===== src/rtl/ext_pkg.sv =====
package ext_pkg;
  typedef enum logic {
    PH_IDLE = 1'b0,
    PH_LOAD = 1'b1
  } phase_e;
endpackage


===== src/rtl/ext_ctrl.sv =====
module ext_ctrl
  import ext_pkg::*;
(
  input  logic clk,
  input  logic rst,
  input  logic clr_i,
  input  logic step_i,
  output logic cmp_en_o,
  output logic load_en_o
);
  phase_e phase_q;

  assign cmp_en_o  = step_i && (phase_q == PH_IDLE) && !clr_i;
  assign load_en_o = (phase_q == PH_LOAD) && !clr_i;

  always_ff @(posedge clk) begin
    if (rst || clr_i)  phase_q <= PH_IDLE;
    else if (cmp_en_o) phase_q <= PH_LOAD;
    else               phase_q <= PH_IDLE;
  end

  // a load cycle is always followed by an idle cycle
  assert_load_then_idle_R1: assert property (@(posedge clk) disable iff (rst)
    (phase_q == PH_LOAD) |=> (phase_q == PH_IDLE));

  // a step may not begin during the load cycle
  assert_no_overlap_R1: assert property (@(posedge clk) disable iff (rst)
    !(cmp_en_o && load_en_o));
endmodule


===== src/rtl/ext_cmp.sv =====
module ext_cmp #(
  parameter int DATA_W = 24
) (
  input  logic [DATA_W-1:0] operand_i,
  input  logic [DATA_W-1:0] extreme_i,
  input  logic              min_mode_i,
  output logic              take_o
);
  localparam int EXT_W = DATA_W + 1;

  logic signed [EXT_W-1:0] op_x;
  logic signed [EXT_W-1:0] ex_x;
  logic signed [EXT_W-1:0] diff;

  always_comb begin
    op_x = {operand_i[DATA_W-1], operand_i};
    ex_x = {extreme_i[DATA_W-1], extreme_i};
    // a negative difference marks a strictly better operand
    if (min_mode_i) diff = op_x - ex_x;
    else            diff = ex_x - op_x;
    take_o = diff[EXT_W-1];
  end
endmodule


===== src/rtl/ext_agu.sv =====
module ext_agu #(
  parameter int PTR_W = 16,
  parameter int MOD_W = 8
) (
  input  logic             clk,
  input  logic             rst,
  input  logic             ld_i,
  input  logic [PTR_W-1:0] ld_val_i,
  input  logic             cmp_en_i,
  input  logic             load_en_i,
  input  logic [MOD_W-1:0] cmp_mod_i,
  input  logic [MOD_W-1:0] stride_i,
  output logic [PTR_W-1:0] ptr_o
);
  localparam int PAD_W = PTR_W - MOD_W;

  logic [PTR_W-1:0] ptr_q;
  logic [PTR_W-1:0] delta;

  always_comb begin
    if (load_en_i) delta = {{PAD_W{stride_i[MOD_W-1]}}, stride_i};
    else           delta = {{PAD_W{cmp_mod_i[MOD_W-1]}}, cmp_mod_i};
  end

  always_ff @(posedge clk) begin
    if (rst)                         ptr_q <= '0;
    else if (ld_i)                   ptr_q <= ld_val_i;
    else if (cmp_en_i || load_en_i)  ptr_q <= ptr_q + delta;
  end

  assign ptr_o = ptr_q;

  // no movement without a step or a load
  assert_ptr_hold_R6: assert property (@(posedge clk) disable iff (rst)
    (!ld_i && !cmp_en_i && !load_en_i) |=> $stable(ptr_q));

  // a pointer load lands on the next edge
  assert_ptr_load_R10: assert property (@(posedge clk) disable iff (rst)
    ld_i |=> (ptr_q == $past(ld_val_i)));
endmodule


===== src/rtl/extreme_search.sv =====
module extreme_search #(
  parameter int DATA_W  = 24,
  parameter int PTR_W   = 16,
  parameter int MOD_W   = 8,
  parameter int IDX_W   = 16,
  parameter int LATCH_W = 15
) (
  input  logic              clk,
  input  logic              rst,
  input  logic              clr_i,
  input  logic              mode_min_i,
  input  logic              step_i,
  input  logic [DATA_W-1:0] operand_i,
  input  logic              ptr_load_i,
  input  logic [PTR_W-1:0]  ptr_value_i,
  input  logic [MOD_W-1:0]  cmp_mod_i,
  input  logic [MOD_W-1:0]  stride_i,
  output logic [PTR_W-1:0]  addr_o,
  output logic [DATA_W-1:0] extreme_o,
  output logic [IDX_W-1:0]  index_o,
  output logic              n_o
);
  localparam logic [DATA_W-1:0] MOST_NEG = {1'b1, {(DATA_W-1){1'b0}}};
  localparam logic [DATA_W-1:0] MOST_POS = {1'b0, {(DATA_W-1){1'b1}}};

  logic              cmp_en;
  logic              load_en;
  logic              take;
  logic              mode_q;
  logic              n_q;
  logic [DATA_W-1:0] ext_q;
  logic [IDX_W-1:0]  idx_q;
  logic [PTR_W-1:0]  ptr;

  ext_ctrl u_ctrl (
    .clk       (clk),
    .rst       (rst),
    .clr_i     (clr_i),
    .step_i    (step_i),
    .cmp_en_o  (cmp_en),
    .load_en_o (load_en)
  );

  ext_cmp #(.DATA_W(DATA_W)) u_cmp (
    .operand_i  (operand_i),
    .extreme_i  (ext_q),
    .min_mode_i (mode_q),
    .take_o     (take)
  );

  ext_agu #(.PTR_W(PTR_W), .MOD_W(MOD_W)) u_agu (
    .clk       (clk),
    .rst       (rst),
    .ld_i      (ptr_load_i),
    .ld_val_i  (ptr_value_i),
    .cmp_en_i  (cmp_en),
    .load_en_i (load_en),
    .cmp_mod_i (cmp_mod_i),
    .stride_i  (stride_i),
    .ptr_o     (ptr)
  );

  always_ff @(posedge clk) begin
    if (rst) begin
      mode_q <= 1'b0;
      ext_q  <= MOST_NEG;
      idx_q  <= '0;
      n_q    <= 1'b0;
    end else if (clr_i) begin
      mode_q <= mode_min_i;
      ext_q  <= mode_min_i ? MOST_POS : MOST_NEG;
      idx_q  <= '0;
      n_q    <= 1'b0;
    end else begin
      if (cmp_en) n_q <= take;
      if (load_en && n_q) begin
        ext_q              <= operand_i;
        idx_q[LATCH_W-1:0] <= ptr[LATCH_W-1:0];
      end
    end
  end

  assign addr_o    = ptr;
  assign extreme_o = ext_q;
  assign index_o   = idx_q;
  assign n_o       = n_q;

  // the extreme moves only on a flagged load or a clear
  assert_ext_hold_R1: assert property (@(posedge clk) disable iff (rst)
    (!clr_i && !(load_en && n_q)) |=> $stable(ext_q));

  // in maximum mode the extreme never decreases
  assert_max_monotone_R2: assert property (@(posedge clk) disable iff (rst)
    (!clr_i && !mode_q) |=> ($signed(ext_q) >= $signed($past(ext_q))));

  // in minimum mode the extreme never increases
  assert_min_monotone_R3: assert property (@(posedge clk) disable iff (rst)
    (!clr_i && mode_q) |=> ($signed(ext_q) <= $signed($past(ext_q))));

  // bits above the latched field are kept
  assert_idx_upper_R7: assert property (@(posedge clk) disable iff (rst)
    !clr_i |=> $stable(idx_q[IDX_W-1:LATCH_W]));
endmodule


===== config.mk =====
export PLATFORM = sky130hd
export DESIGN_NAME = extreme_search
export DESIGN_NICKNAME = d
export VERILOG_FILES = /design/src/rtl/ext_pkg.sv /design/src/rtl/ext_ctrl.sv /design/src/rtl/ext_cmp.sv /design/src/rtl/ext_agu.sv /design/src/rtl/extreme_search.sv
export SDC_FILE = /design/constraint.sdc
export NUM_CORES = 1
export LEC_CHECK = 0
export ABC_CLOCK_PERIOD_IN_PS = 5400
export BUFFER_PORTS_ARGS = -buffer_cell sky130_fd_sc_hd__buf_4
export CAP_MARGIN = 20
export CORE_ASPECT_RATIO = 0.75
export CORE_UTILIZATION = 50
export DETAILED_ROUTE_END_ITERATION = 10
export GPL_ROUTABILITY_DRIVEN = 1
export MAX_ROUTING_LAYER = met4
export PLACE_DENSITY = 0.76
export SLEW_MARGIN = 20
export SYNTH_ARGS = -nofsm -noshare
export SYNTH_HDL_FRONTEND = slang
export SYNTH_SLANG_ARGS = --single-unit

===== constraint.sdc =====
create_clock -name clk -period 5.4 [get_ports clk]
set_clock_uncertainty 0.05 [all_clocks]
set_input_delay 0 -clock clk [delete_from_list [all_inputs] [get_ports clk]]
set_output_delay 0 -clock clk [all_outputs]
set_load 0.1 [all_outputs]

## Word level (Yosys, flattened, before mapping)

Index checks and enable logic that the tools add are counted.

- Register bits after elaboration: 58
- Bits in latches: 0
- Bits in writable memories: 0
- Bits in read-only memories: 0
- Bits of input ports: 62
- Output and inout bits: 57
- Logic and storage cells: 28
- Memories kept: 0

- Add/subtract/negate cells: 3
- $mul: 0
- Div/mod/pow operators: 0
- $lt $le $gt $ge: 0
- Equality and inequality tests: 0
- Shifts and indexed selects: 0
- Muxes and demuxes: 8
- Bitwise operators: 1
- Reduce and logical (&&, ||, !) cells: 10

Operators with widths:

| operator | number |
|---|---|
| $mux W24 | 3 |
| $sub A24 B24 Y25 | 2 |
| $mux W16 | 3 |
| $mux W25 | 1 |
| $add A16 B16 Y16 | 1 |
| $logic_and A1 B1 Y1 | 4 |
| $reduce_bool A2 Y1 | 2 |
| $logic_or A1 B1 Y1 | 2 |
| $reduce_or A2 Y1 | 1 |
| $logic_not A1 Y1 | 1 |
| $mux W1 | 1 |
| $not A1 Y1 | 1 |

## Logic depth before layout (Yosys ltp)

- Depth in word-level cells: 6
- Depth in mapped cells: 12
- Depth with buffers taken out: 11

## Hierarchy

Synthesis repeated with hierarchy kept, for this count alone.

- Cells, all modules: 552
- Area total of the unflattened synthesis: 4669.5 µm²

Modules (own cells, without submodules):

| module | instances | cells each | area each (µm²) | seq. area each (µm²) |
|---|---|---|---|---|
| extreme_search | 1 | 195 | 1980.6 | 820.8 |
| ext_agu | 1 | 203 | 1506.4 | 320.3 |
| ext_cmp | 1 | 150 | 1133.6 | 0.0 |
| ext_ctrl | 1 | 4 | 48.8 | 20.0 |

## Least setup slack after synthesis

OpenSTA, ideal clock, no wires.

- Kind: reg-to-reg
- From: register u_ctrl.phase_q
- To: register u_agu.ptr_q[12] (netlist: u_agu.ptr_o[12])
- Library setup time: 0.087 ns
- Data arrival time: 2.904 ns
- Data required time: 5.263 ns
- Slack: 2.360 ns
- Cell stages (with the launch flop): 13
- Path buffers: 1
- Period minus slack after synthesis: 3.040 ns
- Cells stage by stage: dfxtp_1 nor2b_1 buf_2 mux2_2 ha_1 fa_1 a21oi_2 o211ai_2 a211oi_2 o21ai_2 a2111oi_4 a31oi_1 a221oi_2

- Word-level cells in the longest chain between the ends: 5
- Elaborated cells between the ends (all ways): 10
- Those cells by class: add/sub: 1; mux: 3; bitwise: 1; reduce/logical: 5

RTL lines:

| item | RTL line | source |
|---|---|---|
| start, declared | ext_ctrl.sv:11 | `phase_e phase_q;` |
| start signal, assigned | ext_ctrl.sv:17 | `if (rst \|\| clr_i) phase_q <= PH_IDLE;` |
| start signal, assigned | ext_ctrl.sv:18 | `else if (cmp_en_o) phase_q <= PH_LOAD;` |
| start signal, assigned | ext_ctrl.sv:19 | `else phase_q <= PH_IDLE;` |
| $logic_and A1 B1 Y1 or $not A1 Y1 (tied branches) | ext_ctrl.sv:14, ext_ctrl.sv:13 |  |
| $mux W16 or $logic_and A1 B1 Y1 (tied branches) | ext_agu.sv:21, ext_ctrl.sv:13 |  |
| $add A16 B16 Y16 or $logic_and A1 B1 Y1 (tied branches) | ext_agu.sv:28, ext_ctrl.sv:13 |  |
| $mux W16 or $logic_or A1 B1 Y1 (tied branches) | ext_agu.sv:28 | `else if (cmp_en_i \|\| load_en_i) ptr_q <= ptr_q + delta;` |
| $mux W16 or $reduce_bool A2 Y1 (tied branches) | n/a |  |
| end signal, assigned | ext_agu.sv:27 | `else if (ld_i) ptr_q <= ld_val_i;` |
| end signal, assigned | ext_agu.sv:28 |  |
| end, declared | ext_agu.sv:17 | `logic [PTR_W-1:0] ptr_q;` |

Several ways; a longest one is shown, not always the timed one. The select of a mux whose other input is x is not followed.
A chain may end at the register's enable or synchronous reset.

## Worst setup path in the final report

- From: input port clr_i
- To: register u_agu.ptr_q[12] (netlist: u_agu.ptr_o[12])

- Word-level cells in the longest chain between the ends: 6
- Elaborated cells between the ends (all ways): 9
- Those cells by class: add/sub: 1; mux: 3; reduce/logical: 5

RTL lines:

| item | RTL line | source |
|---|---|---|
| start, declared | extreme_search.sv:10 | `input logic clr_i,` |
| $logic_not A1 Y1 (*) | ext_ctrl.sv:13, ext_ctrl.sv:14 |  |
| $logic_and A1 B1 Y1 | ext_ctrl.sv:14 | `assign load_en_o = (phase_q == PH_LOAD) && !clr_i;` |
| $mux W16 | ext_agu.sv:21 | `if (load_en_i) delta = {{PAD_W{stride_i[MOD_W-1]}}, stride_i};` |
| $add A16 B16 Y16 | ext_agu.sv:28 |  |
| $mux W16 | ext_agu.sv:28 |  |
| $mux W16 | ext_agu.sv:27 |  |

Every way passes the cells marked *; elsewhere a longest branch is shown, timed or not. The select of a mux whose other input is x is not followed.

==> flow_summary.toml <==
[run_status]
status = "complete, no violations"

[final_layout]
antenna-diode-count = 0
syn_to_final_growth_pct = 41.4
drive_gt1_share_pct = 21.4
nets = 832

[critical_path]
cpMostUsedCell = "dlygate4sd3_1"
path_buf_inv = 3
crit_slowest_cell = "nor2b_1"
rr_startpoint = "u_ctrl.phase_q"
cp-end-kind = "flip-flop"
critPathLaunchType = "input pin"
crit_type = "in -> reg"
crit_chain = "dlygate4sd3_1, buf_4, nor2b_1, mux2_2, ha_1, fa_1, a21oi_2, o211ai_2, a211oi_2, o21ai_2, a2111oi_4, a31oi_1, a221oi_2, dlygate4sd3_1"
crit_end = "u_agu.ptr_o[12]"
worst_ep_required_time_ps = 5620
ff2ff_path_depth = 12
reg2reg_to = "u_agu.ptr_o[12]"
cp.arrival_ps = 4480
crit_fanout = 10
reg2reg_slack_ps = 1150
startpoint = "clr_i"
cp_num_cells = 14
path_delay_family = "compound AO/OA/AOI/OAI gates"
cpPeakStageDelay_ps = 640

[routing]
drc = 0
vias = 4469
postRouteAntennaNets = 0
drt-initial-drc-count = 264
routed_wl_um = 12500
viasPerCell = 5.48
wl_per_cell_um = 15.3
firstDrtPassIters = 4

[global_route]
overflow = 0
grt_pass1_wl_um = 19600
grt_max_degree = 30
busiest_layer = "met2"
met2_usage_pct = 46.5
met1_usage_pct = 37.5
first_global_vias = 4141
met3_usage_pct = 4.84
grt_usage_pct = 29.2
antenna_found_initial = 0

[synth]
async_flop_share_pct = 0
avgSynthCellArea_um2 = 7.83
ys_seq_area_share_pct = 27.3
netlist_area_mm2 = 0.00425
netlist_instances = 543
synth_edf_count = 0
yosys_warnings = 0
synth.distinct_cells = 55
ys.flop_type = "dfxtp_1"
synth_seq_cells = 58
synth_fp_nets = 669

[floorplanning]
io_pins = 119
die_area_mm2 = 0.00888
core_area_mm2 = 0.00806
start_util_pct = 52.8
row_count = 28
fp.dieW_um = 108
die_h_um = 81.9

[sta]
min_period_ps = 4260
period_share_pct = 78.9
setup_tns_ps = 0
final-hold-violation-count = 0
hold_ws_ps = 99.3
max_freq_mhz = 235
setup_violations = 0
tightest_slew_ps = 1150
slew_headroom_pct = 23.1
rsz0062_at_grt = "no"
maxSlewViolCount = 0

[power_and_ir_drop]
vdd_ir_drop_max_mv = 0.144
p_leak_nw = 2.90
powerDensity_mw_per_mm2 = 268

[cts]
hold_buffers = 56
htreeDepth = 3
ctsResizeCount = 0
cts_root_buf = "clkbuf_16"
numCtsBuffers = 9
clk_latency_ps = 320
cts_setup_buffers = 0
clock_path_buffers = 2
clk_pin_slew_worst_paths_ps = 50
cts_tree = "yes"
cts_sinks = 58

[min_path]
hp-class = "in -> reg"

[placement]
gp_congestion = 0.871
portBuffers = 117
hpwl_um = 8740

[job]
maxCapViolCount = 0
[worst reg2reg max path: stages, from the launching register on]
cell and delay [ps]:
dfxtp_1 350, nor2b_1 670, mux2_2 420, ha_1 220, fa_1 430, a21oi_2 190, o211ai_2 160, a211oi_2 280
o21ai_2 160, a2111oi_4 370, a31oi_1 100, a221oi_2 230, dlygate4sd3_1 560
[power breakdown]
part | switching (mW) | internal (mW) | leakage, nW | total, mW
sequential | 0.0313 | 0.453 | 0.478 | 0.484
clock | 0.192 | 0.391 | 0.152 | 0.583
combinational | 0.352 | 0.194 | 2.27 | 0.546
[per-stage QoR]
stage / utilization (%) / cells / total power, mW / setup WS [ps] / instance area (µm²)
6_report: 74.6 / 815 / 1.61 / 1140 / 6010
5_1_grt: 74.6 / 815 / 1.68 / 893 / 6010
3_3_place_gp: 63.9 / 744 / 0.985 / 1830 / 5150
3_5_place_dp: 63.9 / 744 / 0.994 / 1730 / 5150
4_1_cts: 74.6 / 815 / 1.62 / 1170 / 6010
2_1_floorplan: - / 543 / 0.867 / 2360 / 4250
[state kept, by name, summed over array words and instances (netlist names)]
| name | count |
|---|---|
| u_ctrl.phase_q | 1 |
| n_o | 1 |
| index_o | 15 |
| mode_q | 1 |
| u_agu.ptr_o | 16 |
| extreme_o | 24 |
[logic make-up (layout without fill, tap and decap cells)]
family	after synthesis	count (layout)	share of synthesized area, %
other	1	1	0.0882
flip-flops	58	58	27.3
buffers and inverters	83	250	8.50
AND/OR/NAND/NOR	160	160	16.2
multiplexers	12	12	3.06
adder cells (fa/ha/maj)	64	64	19.0
XOR/XNOR	12	12	2.47
AO/OA/AOI/OAI	153	153	23.4
[cells in the final DEF (no fill, tap or decap), types with 5 or more instances in the layout]
| cell | count |
|---|---|
| o21a_1 | 5 |
| buf_4 | 121 |
| nand2b_1 | 5 |
| o21ai_0 | 19 |
| nand2_1 | 104 |
| and3_1 | 5 |
| a211oi_1 | 7 |
| a21o_1 | 12 |
| ha_1 | 63 |
| a31oi_1 | 29 |
| mux2_2 | 8 |
| xnor2_1 | 9 |
| dfxtp_1 | 58 |
| dlygate4sd3_1 | 56 |
| nand4_1 | 7 |
| nand3_1 | 5 |
| inv_1 | 57 |
| a221oi_1 | 5 |
| nor2_1 | 23 |
| clkbuf_16 | 9 |
| a21oi_1 | 49 |
[how the worst min path moves through the flow]
stage	start	endpoint	slack, ps	depth (start not counted)
floorplan	ptr_value_i[1]	u_agu.ptr_o[1]	90	2
global placement	ptr_value_i[1]	u_agu.ptr_o[1]	190	3
detailed placement	ptr_value_i[7]	u_agu.ptr_o[7]	190	3
CTS	operand_i[23]	extreme_o[23]	80	5
global route	rst	u_agu.ptr_o[10]	120	3
finish	rst	u_agu.ptr_o[10]	100	3
[cell type report]
cell class	instances	area (µm²)
Inverter	58	218
Fill cell	637	2040
Multi-Input combinational cell	402	2730
Clock inverter	2	35.0
Sequential cell	58	1160
Timing Repair Buffer	177	1470
Clock buffer	13	270
Tap cell	105	131
[routing by layer]
| metal | share of wire, % | vias to the layer above | wire [µm] |
|---|---|---|---|
| li1 | - | 2206 | - |
| met2 | 46 | 143 | 5770 |
| met5 | 0 | - | 0 |
| met3 | 4.9 | 16 | 608 |
| met1 | 47 | 2104 | 5890 |
| met4 | 1.6 | 0 | 200 |
[cells in the mapped netlist (2+ instances only)]
| library cell | number | area [µm²] |
|---|---|---|
| ha_1 | 63 | 788 |
| nand2_1 | 104 | 390 |
| a31oi_1 | 29 | 181 |
| a21oi_1 | 49 | 245 |
| xnor2_1 | 9 | 78.8 |
| xor2_1 | 3 | 26.3 |
| nor4b_1 | 3 | 26.3 |
| nor4_1 | 2 | 12.5 |
| a21o_1 | 12 | 90.1 |
| clkbuf_1 | 12 | 45.0 |
| dfxtp_1 | 58 | 1160 |
| a41o_1 | 2 | 20.0 |
| o21ai_0 | 20 | 100 |
| o21a_1 | 5 | 37.5 |
| o211ai_1 | 4 | 30.0 |
| and3_1 | 5 | 31.3 |
| buf_6 | 3 | 33.8 |
| buf_2 | 5 | 25.0 |
| nand2b_1 | 5 | 31.3 |
| a211oi_1 | 7 | 52.6 |
| nand4_1 | 7 | 43.8 |
| nand3_1 | 5 | 25.0 |
| mux2i_1 | 4 | 40.0 |
| mux2_2 | 8 | 90.1 |
| buf_4 | 3 | 22.5 |
| a221oi_1 | 5 | 43.8 |
| o21bai_1 | 3 | 22.5 |
| o21ai_1 | 2 | 10.0 |
| and2_1 | 2 | 12.5 |
| inv_1 | 57 | 214 |
| nor2_1 | 23 | 86.3 |
No activity file was read; power rests on OpenSTA's default activity.
